--- src/rtl/tape_pkg.sv ---
package tape_pkg;

  typedef enum logic [2:0] {
    CMD_STOP     = 3'd0,
    CMD_PLAY_FWD = 3'd1,
    CMD_PLAY_REV = 3'd2,
    CMD_WIND_FWD = 3'd3,
    CMD_WIND_REV = 3'd4
  } tape_cmd_e;

  typedef enum logic [1:0] {
    ST_IDLE = 2'd0,
    ST_RUN  = 2'd1,
    ST_GAP  = 2'd2
  } mot_state_e;

  typedef struct packed {
    logic fwd;
    logic rev;
    logic fast;
  } motor_drive_t;

endpackage

--- src/rtl/tape_rst_sync.sv ---
module tape_rst_sync #(
  parameter int STAGES = 2
) (
  input  logic clk,
  input  logic rst_n,
  output logic srst_n
);
  logic [STAGES-1:0] pipe_q;

  always_ff @(posedge clk or negedge rst_n) begin
    if (!rst_n) pipe_q <= '0;
    else        pipe_q <= {pipe_q[STAGES-2:0], 1'b1};
  end

  assign srst_n = pipe_q[STAGES-1];
endmodule

--- src/rtl/tape_sync.sv ---
module tape_sync #(
  parameter int WIDTH  = 4,
  parameter int STAGES = 2
) (
  input  logic             clk,
  input  logic             rst_n,
  input  logic [WIDTH-1:0] async_i,
  output logic [WIDTH-1:0] sync_o
);
  logic [STAGES-1:0][WIDTH-1:0] stage_q;

  always_ff @(posedge clk or negedge rst_n) begin
    if (!rst_n) stage_q[0] <= '0;
    else        stage_q[0] <= async_i;
  end

  for (genvar s = 1; s < STAGES; s++) begin : g_stage
    always_ff @(posedge clk or negedge rst_n) begin
      if (!rst_n) stage_q[s] <= '0;
      else        stage_q[s] <= stage_q[s-1];
    end
  end

  assign sync_o = stage_q[STAGES-1];
endmodule

--- src/rtl/tape_motor.sv ---
module tape_motor
  import tape_pkg::*;
#(
  parameter int REV_GAP = 1
) (
  input  logic         clk,
  input  logic         rst_n,
  input  logic         cmd_valid,
  input  logic [2:0]   cmd_code,
  input  logic         cass_s,
  input  logic         leader_s,
  output motor_drive_t drive,
  output logic         eot
);
  localparam int GAP_W = (REV_GAP < 2) ? 1 : $clog2(REV_GAP);
  localparam logic [GAP_W-1:0] GAP_LOAD = GAP_W'(REV_GAP - 1);

  mot_state_e   state_q, state_n;
  logic         dir_rev_q, dir_rev_n;
  logic         fast_q, fast_n;
  logic         pend_rev_q, pend_rev_n;
  logic         pend_fast_q, pend_fast_n;
  logic [GAP_W-1:0] gap_q, gap_n;
  logic         seen_q, seen_n;
  logic         eot_q, eot_n;
  motor_drive_t out_q, out_n;

  logic is_move, is_stop, want_rev, want_fast, fault;

  always_comb begin
    is_stop   = cmd_valid && (cmd_code == CMD_STOP);
    is_move   = cmd_valid && ((cmd_code == CMD_PLAY_FWD) || (cmd_code == CMD_PLAY_REV) ||
                              (cmd_code == CMD_WIND_FWD) || (cmd_code == CMD_WIND_REV));
    want_rev  = (cmd_code == CMD_PLAY_REV) || (cmd_code == CMD_WIND_REV);
    want_fast = (cmd_code == CMD_WIND_FWD) || (cmd_code == CMD_WIND_REV);
    fault     = !cass_s || (leader_s && seen_q);
  end

  always_comb begin
    state_n     = state_q;
    dir_rev_n   = dir_rev_q;
    fast_n      = fast_q;
    pend_rev_n  = pend_rev_q;
    pend_fast_n = pend_fast_q;
    gap_n       = gap_q;
    seen_n      = seen_q;
    eot_n       = eot_q;
    case (state_q)
      ST_IDLE: begin
        if (is_move && cass_s) begin
          state_n   = ST_RUN;
          dir_rev_n = want_rev;
          fast_n    = want_fast;
          eot_n     = 1'b0;
          seen_n    = 1'b0;
        end
      end
      default: begin
        if (fault) begin
          state_n = ST_IDLE;
          eot_n   = 1'b1;
          seen_n  = 1'b0;
        end else if (is_stop) begin
          state_n = ST_IDLE;
        end else begin
          if (!leader_s) seen_n = 1'b1;
          if (state_q == ST_RUN) begin
            if (is_move) begin
              if (want_rev == dir_rev_q) begin
                fast_n = want_fast;
              end else begin
                state_n     = ST_GAP;
                pend_rev_n  = want_rev;
                pend_fast_n = want_fast;
                gap_n       = GAP_LOAD;
              end
            end
          end else begin
            if (is_move) begin
              pend_rev_n  = want_rev;
              pend_fast_n = want_fast;
            end
            if (gap_q == '0) begin
              state_n   = ST_RUN;
              dir_rev_n = pend_rev_n;
              fast_n    = pend_fast_n;
            end else begin
              gap_n = gap_q - 1'b1;
            end
          end
        end
      end
    endcase
    out_n.fwd  = (state_n == ST_RUN) && !dir_rev_n;
    out_n.rev  = (state_n == ST_RUN) &&  dir_rev_n;
    out_n.fast = (state_n == ST_RUN) &&  fast_n;
  end

  always_ff @(posedge clk or negedge rst_n) begin
    if (!rst_n) begin
      state_q     <= ST_IDLE;
      dir_rev_q   <= 1'b0;
      fast_q      <= 1'b0;
      pend_rev_q  <= 1'b0;
      pend_fast_q <= 1'b0;
      gap_q       <= '0;
      seen_q      <= 1'b0;
      eot_q       <= 1'b0;
      out_q       <= '0;
    end else begin
      state_q     <= state_n;
      dir_rev_q   <= dir_rev_n;
      fast_q      <= fast_n;
      pend_rev_q  <= pend_rev_n;
      pend_fast_q <= pend_fast_n;
      gap_q       <= gap_n;
      seen_q      <= seen_n;
      eot_q       <= eot_n;
      out_q       <= out_n;
    end
  end

  assign drive = out_q;
  assign eot   = eot_q;

  // direction interlock on the registered drive lines
  a_r1_interlock: assert property (@(posedge clk) disable iff (!rst_n)
    !(out_q.fwd && out_q.rev));

  // no direct flip from one direction to the other
  a_r4_fwd_then_not_rev: assert property (@(posedge clk) disable iff (!rst_n)
    out_q.fwd |=> !out_q.rev);
  a_r4_rev_then_not_fwd: assert property (@(posedge clk) disable iff (!rst_n)
    out_q.rev |=> !out_q.fwd);

  // fast is only driven together with a direction
  a_r2_fast_needs_dir: assert property (@(posedge clk) disable iff (!rst_n)
    out_q.fast |-> (out_q.fwd || out_q.rev));

  // losing the cassette while moving stops the motor and flags end of tape
  a_r5_loss_stops: assert property (@(posedge clk) disable iff (!rst_n)
    (!cass_s && (state_q != ST_IDLE)) |=> ((out_q == '0) && eot_q));

  // an accepted start clears the flag
  a_r7_start_clears_eot: assert property (@(posedge clk) disable iff (!rst_n)
    ((state_q == ST_IDLE) && is_move && cass_s) |=> !eot_q);

  // no start without a cassette
  a_r3_no_start_empty: assert property (@(posedge clk) disable iff (!rst_n)
    ((state_q == ST_IDLE) && !cass_s) |=> !(out_q.fwd || out_q.rev));
endmodule

--- src/rtl/tape_packer.sv ---
module tape_packer #(
  parameter int BYTE_W = 8
) (
  input  logic              clk,
  input  logic              rst_n,
  input  logic              run,
  input  logic              hclk_s,
  input  logic              hdat_s,
  output logic [BYTE_W-1:0] byte_o,
  output logic              byte_vld_o
);
  localparam int CNT_W = (BYTE_W < 2) ? 1 : $clog2(BYTE_W);
  localparam logic [CNT_W-1:0] LAST_BIT = CNT_W'(BYTE_W - 1);

  logic              prev_q;
  logic [BYTE_W-1:0] shift_q, shift_n;
  logic [CNT_W-1:0]  cnt_q, cnt_n;
  logic [BYTE_W-1:0] byte_q, byte_n;
  logic              vld_q, vld_n;
  logic              rise;
  logic [BYTE_W-1:0] shifted;

  assign rise    = hclk_s && !prev_q;
  assign shifted = {shift_q[BYTE_W-2:0], hdat_s};

  always_comb begin
    shift_n = shift_q;
    cnt_n   = cnt_q;
    byte_n  = byte_q;
    vld_n   = 1'b0;
    if (!run) begin
      shift_n = '0;
      cnt_n   = '0;
    end else if (rise) begin
      shift_n = shifted;
      if (cnt_q == LAST_BIT) begin
        cnt_n  = '0;
        byte_n = shifted;
        vld_n  = 1'b1;
      end else begin
        cnt_n = cnt_q + 1'b1;
      end
    end
  end

  always_ff @(posedge clk or negedge rst_n) begin
    if (!rst_n) begin
      prev_q  <= 1'b0;
      shift_q <= '0;
      cnt_q   <= '0;
      byte_q  <= '0;
      vld_q   <= 1'b0;
    end else begin
      prev_q  <= hclk_s;
      shift_q <= shift_n;
      cnt_q   <= cnt_n;
      byte_q  <= byte_n;
      vld_q   <= vld_n;
    end
  end

  assign byte_o     = byte_q;
  assign byte_vld_o = vld_q;

  // the strobe lasts a single cycle
  a_r8_strobe_single: assert property (@(posedge clk) disable iff (!rst_n)
    vld_q |=> !vld_q);

  // no motor, no partial byte kept
  a_r10_idle_clears: assert property (@(posedge clk) disable iff (!rst_n)
    !run |=> ((cnt_q == '0) && !vld_q));
endmodule

--- src/rtl/tape_xport_ctrl.sv ---
module tape_xport_ctrl
  import tape_pkg::*;
#(
  parameter int BYTE_W      = 8,
  parameter int SYNC_STAGES = 2,
  parameter int REV_GAP     = 1
) (
  input  logic              clk,
  input  logic              rst_n,
  input  logic              cmd_valid_i,
  input  logic [2:0]        cmd_code_i,
  input  logic              cass_present_i,
  input  logic              leader_i,
  input  logic              head_clk_i,
  input  logic              head_dat_i,
  output logic              mot_fwd_o,
  output logic              mot_rev_o,
  output logic              mot_fast_o,
  output logic [BYTE_W-1:0] byte_o,
  output logic              byte_vld_o,
  output logic              eot_o
);
  localparam int N_SENSE = 4;

  logic               srst_n;
  logic [N_SENSE-1:0] raw_in, sync_in;
  motor_drive_t       drive;

  tape_rst_sync #(.STAGES(2)) u_rst (
    .clk    (clk),
    .rst_n  (rst_n),
    .srst_n (srst_n)
  );

  assign raw_in = {head_dat_i, head_clk_i, leader_i, cass_present_i};

  tape_sync #(.WIDTH(N_SENSE), .STAGES(SYNC_STAGES)) u_sync (
    .clk     (clk),
    .rst_n   (srst_n),
    .async_i (raw_in),
    .sync_o  (sync_in)
  );

  tape_motor #(.REV_GAP(REV_GAP)) u_motor (
    .clk       (clk),
    .rst_n     (srst_n),
    .cmd_valid (cmd_valid_i),
    .cmd_code  (cmd_code_i),
    .cass_s    (sync_in[0]),
    .leader_s  (sync_in[1]),
    .drive     (drive),
    .eot       (eot_o)
  );

  tape_packer #(.BYTE_W(BYTE_W)) u_pack (
    .clk        (clk),
    .rst_n      (srst_n),
    .run        (drive.fwd || drive.rev),
    .hclk_s     (sync_in[2]),
    .hdat_s     (sync_in[3]),
    .byte_o     (byte_o),
    .byte_vld_o (byte_vld_o)
  );

  assign mot_fwd_o  = drive.fwd;
  assign mot_rev_o  = drive.rev;
  assign mot_fast_o = drive.fast;
endmodule

--- config.mk ---
export PLATFORM = sky130hd
export DESIGN_NAME = tape_xport_ctrl
export DESIGN_NICKNAME = d
export VERILOG_FILES = /design/src/rtl/tape_pkg.sv /design/src/rtl/tape_rst_sync.sv /design/src/rtl/tape_sync.sv /design/src/rtl/tape_motor.sv /design/src/rtl/tape_packer.sv /design/src/rtl/tape_xport_ctrl.sv
export SDC_FILE = /design/constraint.sdc
export NUM_CORES = 1
export LEC_CHECK = 0
export BUFFER_PORTS_ARGS = -buffer_cell sky130_fd_sc_hd__buf_4
export CAP_MARGIN = 25
export CELL_PAD_IN_SITES_DETAIL_PLACEMENT = 1
export CELL_PAD_IN_SITES_GLOBAL_PLACEMENT = 2
export CORE_MARGIN = 2
export CORE_UTILIZATION = 30
export CTS_BUF_LIST = sky130_fd_sc_hd__clkbuf_8
export CTS_CLUSTER_DIAMETER = 40
export DETAILED_ROUTE_END_ITERATION = 12
export GPL_TIMING_DRIVEN = 1
export PLACE_DENSITY = 0.67
export SLEW_MARGIN = 10
export SYNTH_ARGS = -nofsm -noshare
export SYNTH_HDL_FRONTEND = slang
export SYNTH_SLANG_ARGS = --single-unit
export TNS_END_PERCENT = 50
--- constraint.sdc ---
create_clock -name clk -period 1.1 [get_ports clk]
set_input_delay 0.055 -clock clk [delete_from_list [all_inputs] [get_ports clk]]
set_output_delay 0.055 -clock clk [all_outputs]
set_load 0.05 [all_outputs]
==> results of run 1 <==
worst max-delay path by stage:
stage          cells past startpoint                        endpoint                         from
6_report                           5    u_pack.byte_o[6]$_DFFE_PN0P_  u_pack.cnt_q[1]$_DFFE_PN0P_
5_1_grt                            5  u_motor.pend_rev_q$_DFFE_PN0P_  u_motor.dir_rev_q$_DFF_PN0_
4_1_cts                            5    u_pack.byte_o[6]$_DFFE_PN0P_  u_pack.cnt_q[0]$_DFFE_PN0P_
3_5_place_dp                       8      u_motor.drive[2]$_DFF_PN0_                cmd_code_i[2]
3_3_place_gp                       9      u_motor.drive[0]$_DFF_PN0_                cmd_code_i[0]
2_1_floorplan                      6      u_motor.drive[2]$_DFF_PN0_                cmd_code_i[0]
cell families after synthesis:
logic type | Yosys count | share of synthesized area [%]
AOI/OAI and AO/OA | 29 | 10.78
xor gates and xnor gates | 3 | 1.480
adders and majority gates | 2 | 1.409
buffers and inverters | 12 | 3.170
DFF | 41 | 57.79
muxes | 13 | 7.964
other | 1 | 0.2112
and+or+nand+nor | 59 | 17.20
final cells by class:
cell class	instances	area, sq um
clock buffers	6	82.58
clock inverters	2	13.76
fillers	653	3157
inverters	4	15.01
multi-input cells	107	892.1
flip-flops and latches	41	1031
well taps	75	93.84
repair buffers	61	530.5
per-stage QoR:
stage	util [%]	total power [mW]	hold slack [ps]	setup WS (ps)	std cells
3_3_place_gp	40.38	2.411	-162.7	-473.9	282
6_report	45.72	3.621	91.09	-417.4	296
4_1_cts	45.14	3.633	67.32	-438.9	297
3_5_place_dp	40.38	2.451	-160.8	-497.8	282
2_1_floorplan	-	2.111	-240.6	-365.6	160
5_1_grt	45.72	3.789	107.4	-489.8	296
cells in the mapped netlist, types with 2 or more instances:
library cell and instances:
inv_1 4, a211oi_1 2, buf_2 2, and2_2 2
nor2b_1 5, nand2_1 20, nor3b_1 2, nand3b_1 3
nand2b_1 2, xor2_1 2, a31oi_1 3, nor2_1 15
dfrtp_1 41, clkbuf_1 4, mux2_2 9, o31ai_1 3
mux2i_1 4, ha_1 2, o21ai_0 3, nor3_1 2
a21oi_1 11
sequential cells by signal (all words and copies together) (netlist names), 2 cells and up:
signal,cells
u_motor.drive,3
u_motor.state_q,2
u_pack.byte_o,8
u_pack.cnt_q,3
u_pack.shift_q,7
u_rst.pipe_q,2
u_sync.stage_q,4
u_sync.sync_o,4
worst max-delay path: cells and delay by family (launching register included):
family	cells	cell delay, ps
buffers and inverters	1	170
DFF	1	360
muxes	1	300
adders and majority gates	2	330
and+or+nand+nor	1	220
what timing repair did:
action                                 in CTS  in global routing
resized for setup                          28                  9
setup endpoints to repair                  30                 31
pin swaps                                  12                  4
buffers inserted                            3                  3
endpoints found under the hold margin       6                  0
hold buffers                                5                  0
power by group:
| part | leakage [nW] | switching [mW] | internal [mW] |
|---|---|---|---|
| registers | 0.529 | 0.0940 | 1.61 |
| logic | 0.642 | 0.468 | 0.410 |
| clock network | 0.0512 | 0.528 | 0.508 |
layer usage:
metal / vias up / routed length, microns / global-route usage (%)
li1: 667 / - / -
met1: 723 / 1854 / 16.05
met2: 25 / 2675 / 29.67
met3: 6 / 136 / 3.667
met4: 0 / 57 / 6.780
met5: - / 0 / 0
==> out/qor.yml, run 1 <==
run_status:
  status: "complete, but fails checks"
  violations: "negative setup slack"
worst_setup_path:
  critical_path.slowest_cell: "dfrtp_1"
  worstPathCellList: "ha_2 > ha_4 > nor3b_4 > buf_12 > mux2_4"
  r2r_start: "u_pack.cnt_q[1]$_DFFE_PN0P_"
  cpPeakStageDelay_ps: 360
  r2r-end: "u_pack.byte_o[6]$_DFFE_PN0P_"
  worstSetupEndpointType: "flop"
  worstPathArrival_ps: 1690
  worstSetupStartpointType: "flop"
  rrSetupSlack_ps: -420
  path_max_fanout: 9
  required_ps: 1280
  worstSetupPathType: "reg2reg"
  r2r_cells: 5
layout:
  insertedDiodeCount: 0
  syn2layout_area_growth_pct: 49.75
  design_area_sq_um: 2659
  layout_commonest_cell: "buf_4"
  drive_gt1_share_pct: 47.96
  finish.net_count: 232
  mostFrequentLayoutCells: "buf_4 (47), dfrtp_1 (37), nand2_1 (18)"
route:
  drt_iter0_drc: 43
  drt_pass1_iterations: 4
  drt-total-wl_microns: 4722
  viasPerCell: 4.801
  drt-wirelength-per-cell_microns: 15.95
  num_vias: 1421
  antenna_left: 0
  drc: 0
global_routing:
  grt_max_degree: 40
  grt_pass1_vias: 1613
  grt_usage_pct: 15.56
  grt_first_pass_wirelength_microns: 7548
  grt-ovfl-total: 0
  antenna_found_initial: 0
yosys:
  synth_top_area_share_pct: 57.79
  synth_flop_cell: "dfrtp_1"
  synth_area_per_cell_sq_um: 11.10
  post_synth_instance_area_sq_um: 1775
  synth-seq-cells: 41
  ys_types: 40
  async_flop_share_pct: 100.0
  ys_seq_area_share_pct: 57.79
  synth_edf_count: 0
  synthTopCellsByArea: "dfrtp_1 (58%), mux2_2 (5.7%), nand2_1 (4.2%), nor2_1 (3.2%), a21oi_1 (3.1%)"
  ys.warnings.count: 0
  syn_nets: 172
  synth_largest_area_cell: "dfrtp_1"
  postSynthCellCount: 160
timing:
  fin_skew_ps: 11.87
  max_freq_ghz: 0.6590
  rsz0062_at_grt: "true"
  finalHoldViolations: 0
  setup_viol_count_final: 22
  slew_violations: 0
  tns_ps: -6692
  period_needed_ps: 1517
  fin_crit_sh_pct: 137.9
  setup_slack_ps: -417.4
clocking:
  cts_sinks: 41
  clk_latency_ps: 300
  htreeDepth: 2
  cts.clk_slew.worst_paths_ps: 90
  cts_buffers: 5
  cts_buffer_depth: 2
  cts_tree: "done"
  cts-root-buf: "clkbuf_8"
floorplanning:
  num_rows: 28
  die_area_sq_um: 6550
  core_region_area_sq_um: 5816
  start_util_pct: 30.53
  ios: 23
  die_x_microns: 80.93
  die_y_microns: 80.93
worst_hold_path:
  hp-class: "in2async"
place:
  gp_congestion: 0.8333
  dpl.hpwl_microns: 3340
  placed_cell_area_sq_um: 2349
  io_buffers: 22
run:
  cap_violations: 0
pwr:
  powerDensity_nw_per_um2: 1362
  max-vdd-ir-drop_v: 0.0008910
  total_leakage_power_nw: 1.223
Note: power is estimated with default switching activity, not from simulation.
==> run 2, diff against run 1 <==
ABC_AREA = 1   (was not set)
CTS_BUF_LIST = not set   (was sky130_fd_sc_hd__clkbuf_8)
GPL_ROUTABILITY_DRIVEN = 0   (was not set)
PLACE_DENSITY = 0.71   (was 0.67)
==> run 2 against run 1 <==
Compared with the run above:
- the flow still finishes with violations (negative setup slack)
- largest power group unchanged
- fmax grew 14%
- cell count grew 14%
- utilization grew 1.4 points
- sequential power is essentially flat
- non-clock buffer count is the same
- global-route usage shrank 1.2 points
- power grew 5.8%
- largest cell class unchanged
- cell area shrank 1.2%
- worst setup slack gained 190 ps
- routed wire length shrank 12%
==> out/qor.yml, run 2 <==
layout:
  regArea_sq_um: 1030
  insertedDiodeCount: 0
  syn2layout_area_growth_pct: 50.25
  layout_commonest_cell: "buf_4"
  largest_reg_flops: 8
  drive_gt1_share_pct: 46.21
  fillerInstances: 655
  finish.net_count: 275
  stdcell_count: 336
  mostFrequentLayoutCells: "buf_4 (47), dfrtp_1 (38), nand2_1 (34)"
  multi_input_area_sq_um: 743.2
worst_setup_path:
  worstPathArrival_ps: 1510
  cpMostUsedCell: "nor2_2"
  worstSetupStartpointType: "flop"
  critical_path.slowest_cell: "dfrtp_1"
  worstPathCellList: "nor2_2 > buf_6 > nor2_2 > buf_4 > o211ai_1 > nand2_2 > nand2_1 > inv_1"
  cpPeakStageDelay_ps: 400
  worstSetupPathType: "reg2reg"
  path_max_fanout: 4
  required_ps: 1290
  worstSetupEndpointType: "flop"
yosys:
  synthTopCellsByArea: "dfrtp_1 (59%), nand2_1 (9.0%), inv_1 (6.9%), o21ai_0 (6.3%), nand3_1 (3.7%)"
  async_flop_share_pct: 100.0
  synth_area_per_cell_sq_um: 8.873
  ys_seq_area_share_pct: 58.70
  synth-seq-cells: 41
  syn_nets: 209
  postSynthCellCount: 197
  synth_common_cells: "nand2_1 (42), dfrtp_1 (41), inv_1 (32)"
  ys_types: 21
  synth_top_area_share_pct: 58.70
  yosysMostFrequentCell: "nand2_1"
  synth_flop_cell: "dfrtp_1"
  post_synth_instance_area_sq_um: 1748
  synth_edf_count: 0
  ys.warnings.count: 0
  synth_largest_area_cell: "dfrtp_1"
route:
  drt_pass1_iterations: 2
  viasPerCell: 4.458
  num_vias: 1498
  antenna_left: 0
  drt_iter0_drc: 45
  drt-total-wl_microns: 4170
  drt-wirelength-per-cell_microns: 12.41
  drc: 0
clocking:
  clk_latency_ps: 290
  cts_buffers: 5
  cts_sinks: 41
  cts.clk_slew.worst_paths_ps: 70
  cts-root-buf: "clkbuf_8"
  cts_buffer_depth: 2
  htreeDepth: 2
  cts_tree: "done"
global_routing:
  antenna_found_initial: 0
  grt_pass1_vias: 1606
  grt_max_degree: 31
  grt_first_pass_wirelength_microns: 7169
  grt-ovfl-total: 0
  grt_usage_pct: 14.36
floorplanning:
  core_region_area_sq_um: 5574
  die_area_sq_um: 6453
  num_rows: 27
  die_y_microns: 80.33
  ios: 23
  die_x_microns: 80.33
  start_util_pct: 31.36
run_status:
  status: "complete, but fails checks"
  violations: "negative setup slack"
timing:
  period_needed_ps: 1326
  slew_violations: 0
  finalHoldViolations: 0
  setup_viol_count_final: 19
  fin_skew_ps: 6.716
  setup_slack_ps: -225.6
  max_freq_ghz: 0.7544
  fin_crit_sh_pct: 120.5
  rsz0062_at_grt: "true"
  tns_ps: -2413
place:
  dpl.hpwl_microns: 2965
  io_buffers: 22
  dp.cells: 316
  pre_cts_ws_ps: -240.3
pwr:
  p_total_mw: 3.832
  max-vdd-ir-drop_v: 0.001261
  total_leakage_power_nw: 1.296
  powerDensity_nw_per_um2: 1459
run:
  cap_violations: 0
worst_hold_path:
  hp-class: "in2async"
[run 2: cell count changes after synthesis, sizes merged, moves of 4 or more]
cell    delta
clkbuf     -4
nand3     +13
nand2     +28
mux2       -9
mux2i      -4
nor2       +6
nor2b      -5
o21ai     +19
inv       +29
[run 2: timing repair]
action | in CTS | in global routing
setup buffers | 7 | 3
endpoints found under the setup margin | 27 | 31
hold buffers | 5 | 0
endpoints found under the hold margin | 6 | 0
resized for setup | 26 | 35
gates cloned | 0 | 0
pin swaps | 12 | 8
[run 2: through the flow]
step / utilization, % / instance area (sq um) / hold WS [ps]
global placement: 40.83 / 2276 / -160.2
CTS: 45.59 / 2541 / 59.04
global route: 47.12 / 2626 / 53.69
floorplan: - / 1808 / -240.6
finish: 47.12 / 2626 / 69.62
detailed placement: 40.83 / 2276 / -160.6
[run 2: critical path: cells and delay by family (launching register included)]
kind                   cells  cell delay [ps]
and+or+nand+nor            4              360
DFF                        1              400
buffers and inverters      3              280
AOI/OAI and AO/OA          1              180
[run 2: worst paths after layout]
kind                                              start                       endpoint  slack (ps)  depth (start not counted)
setup reg to reg           u_motor.state_q[1]$_DFF_PN0_     u_motor.drive[1]$_DFF_PN0_        -230                          8
min in group clk                            cmd_valid_i   u_motor.state_q[1]$_DFF_PN0_         310                          6
hold reg to reg               u_rst.pipe_q[1]$_DFF_PN0_  u_pack.shift_q[1]$_DFFE_PN0P_         130                          0
hold / removal                                    rst_n      u_rst.pipe_q[0]$_DFF_PN0_          70                          2
setup / recovery           u_motor.state_q[1]$_DFF_PN0_     u_motor.drive[1]$_DFF_PN0_        -230                          8
max in group asynchronous     u_rst.pipe_q[1]$_DFF_PN0_     u_motor.drive[1]$_DFF_PN0_         530                          1
[run 2: final cells by class]
type | instances | area share, %
Clock buffer | 6 | 3.144
Clock inverter | 2 | 0.5241
Inverter | 34 | 5.526
Multi-Input combinational cell | 120 | 28.30
Sequential cell | 41 | 39.21
Tap cell | 72 | 3.430
Timing Repair Buffer | 61 | 19.87
[run 2: metal layers]
| layer | global-route usage (%) | wire, microns |
|---|---|---|
| met5 | 0 | 0 |
| met4 | 3.559 | 37 |
| met3 | 3.708 | 135 |
| met2 | 25.42 | 2178 |
| met1 | 17.33 | 1819 |
[run 2: logic make-up (layout without fill, tap and decap cells)]
logic type / count (synthesis) / in the layout / synth area share, %
AO/OA/AOI/OAI: 32 / 32 / 10.16
adder cells (fa/ha/maj): 2 / 2 / 1.431
buffers and inverters: 36 / 103 / 7.802
flip-flops: 41 / 41 / 58.70
other: 1 / 1 / 0.2145
AND/OR/NAND/NOR: 85 / 85 / 21.69
[run 2: power by group]
part           switching (mW)  internal, mW  total (mW)
registers              0.0925          1.64        1.73
logic                   0.609         0.470        1.08
clock network           0.513         0.508        1.02
total                    1.21          2.62        3.83
==> run 3, diff against run 2 <==
==> constraint.sdc (replaced) <==
create_clock -name clk -period 1.1 [get_ports clk]
set_input_delay 0.11 -clock clk [delete_from_list [all_inputs] [get_ports clk]]
set_output_delay 0.11 -clock clk [all_outputs]
set_load 0.05 [all_outputs]
==> run 3 against run 2 <==
Compared with the run above:
- critical endpoint unchanged
- utilization up 0.65 points
- highest routed layer unchanged
- largest cell class unchanged
- clock power rose by 22%
- routed wire length decreased by 0.60%
- the flow still finishes with violations (negative setup slack)
- first-iteration DRC count is 2.2% higher
- global-route usage rose by 0.60 points
- sequential cell count unchanged
==> out/qor.yml, run 3 (synthesis results as in run 2) <==
floorplanning:
  die_x_microns: 80.33
  ios: 23
  start_util_pct: 31.36
  die_y_microns: 80.33
  num_rows: 27
  core_region_area_sq_um: 5574
  die_area_sq_um: 6453
worst_setup_path:
  worstSetupStartpointType: "flop"
  required_ps: 1290
  worstPathCellList: "a21oi_2 > buf_4 > nand2_4 > nor2_4 > nand3_2 > o211ai_1 > nand2_2 > nand2_1 > inv_1"
  rrSetupSlack_ps: -200
  worstSetupEndpointType: "flop"
  cpPeakStageDelay_ps: 390
  path_max_fanout: 3
  worstPathArrival_ps: 1500
  critical_path.slowest_cell: "dfrtp_1"
  worstSetupPathType: "reg2reg"
  r2r_cells: 9
route:
  drc: 0
  drt_pass1_iterations: 3
  num_vias: 1478
  viasPerCell: 4.386
  drt-total-wl_microns: 4145
  drt_iter0_drc: 46
  drt-wirelength-per-cell_microns: 12.30
  antenna_left: 0
clocking:
  cts_buffer_depth: 2
  cts.clk_slew.worst_paths_ps: 70
  htreeDepth: 2
  clk_latency_ps: 290
  cts_tree: "done"
  cts-root-buf: "clkbuf_8"
  cts_buffers: 5
  cts_sinks: 41
pwr:
  max-vdd-ir-drop_v: 0.0008221
  internal-power_mw: 2.835
  clkPwrFrac_pct: 30.7
  powerDensity_nw_per_um2: 1513
  total_leakage_power_nw: 1.301
  swShare_pct: 29.64
  seqPwrFrac_pct: 42.6
  combPwrFrac_pct: 26.7
  p_switching_mw: 1.194
global_routing:
  grt-ovfl-total: 0
  grt_pass1_vias: 1560
  grt_max_degree: 24
  antenna_found_initial: 0
  grt_usage_pct: 14.96
  grt_first_pass_wirelength_microns: 7265
timing:
  fin_skew_ps: 4.302
  fin_crit_sh_pct: 118.5
  setup_viol_count_final: 23
  period_needed_ps: 1304
  rsz0062_at_grt: "true"
  tns_ps: -2228
  setup_slack_ps: -203.7
  max_freq_ghz: 0.7670
  finalHoldViolations: 0
  slew_violations: 0
layout:
  insertedDiodeCount: 0
  mostFrequentLayoutCells: "buf_4 (48), dfrtp_1 (37), nand2_1 (33)"
  finish.net_count: 276
  syn2layout_area_growth_pct: 52.33
  utilization_pct: 47.77
  drive_gt1_share_pct: 45.66
  largest_reg_flops: 8
  layout_commonest_cell: "buf_4"
place:
  dpl.hpwl_microns: 3065
  io_buffers: 22
run_status:
  status: "complete, but fails checks"
  violations: "negative setup slack"
run:
  cap_violations: 0
worst_hold_path:
  hp-class: "in2async"
-- run 3: timing repair --
action                                 4_1_cts  5_1_grt
hold buffers                                 5        0
cloned                                       0        0
pin swaps                                   11        6
resized for setup                           38       27
endpoints found under the hold margin        6        0
setup buffers                                7        5
setup endpoints to repair                   30       32
-- run 3: area by class of cell --
class,instances,area [sq um]
flip-flops and latches,41,1031
clock inverters,1,30.03
well taps,72,90.09
repair buffers,62,520.5
multi-input cells,120,769.5
inverters,34,135.1
clock buffers,7,86.33
fillers,649,2912
-- run 3: path summary, 6_finish.rpt --
| check | from | to |
|---|---|---|
| setup / recovery | u_motor.seen_q$_DFFE_PN0P_ | u_motor.drive[1]$_DFF_PN0_ |
| hold / removal | rst_n | u_rst.pipe_q[0]$_DFF_PN0_ |
| min in group clk | u_rst.pipe_q[0]$_DFF_PN0_ | u_rst.pipe_q[1]$_DFF_PN0_ |
| setup reg to reg | u_motor.seen_q$_DFFE_PN0P_ | u_motor.drive[1]$_DFF_PN0_ |
| max in group asynchronous | u_rst.pipe_q[1]$_DFF_PN0_ | u_motor.drive[1]$_DFF_PN0_ |
| hold reg to reg | u_rst.pipe_q[1]$_DFF_PN0_ | u_sync.sync_o[3]$_DFF_PN0_ |
-- run 3: critical path, delay by kind of cell, from the launching register on --
family	cells	cell delay, ps
AND/OR/NAND/NOR	5	380
buffers and inverters	2	170
flip-flops	1	390
AO/OA/AOI/OAI	2	250
-- run 3: per-layer routing --
layer	share of wire (%)	track usage [%]	routed length [microns]
met1	46	19.91	1913
met2	49	23.00	2044
met3	2.7	3.371	111
met4	1.8	7.119	76
met5	0	0	0
-- run 3: per-stage QoR --
step	hold slack (ps)	cells	power, mW	area, sq um	worst slack (ps)
after floorplan	-185.6	197	2.229	1808	-107.4
after global placement	-105.7	315	2.594	2256	-253.8
after detailed placement	-106.0	315	2.605	2256	-273.8
after CTS	102.1	335	4.014	2567	-240.4
after global routing	124.3	337	4.259	2663	-350.9
final	134.9	337	4.029	2663	-203.7
-- run 3: power groups by stage --
stage	combinational, mW	clock [mW]	sequential, mW
2_1_floorplan	0.391	0	1.84
3_3_place_gp	0.846	0	1.75
3_5_place_dp	0.856	0	1.75
4_1_cts	0.997	1.29	1.72
5_1_grt	1.18	1.34	1.74
6_report	1.07	1.24	1.72
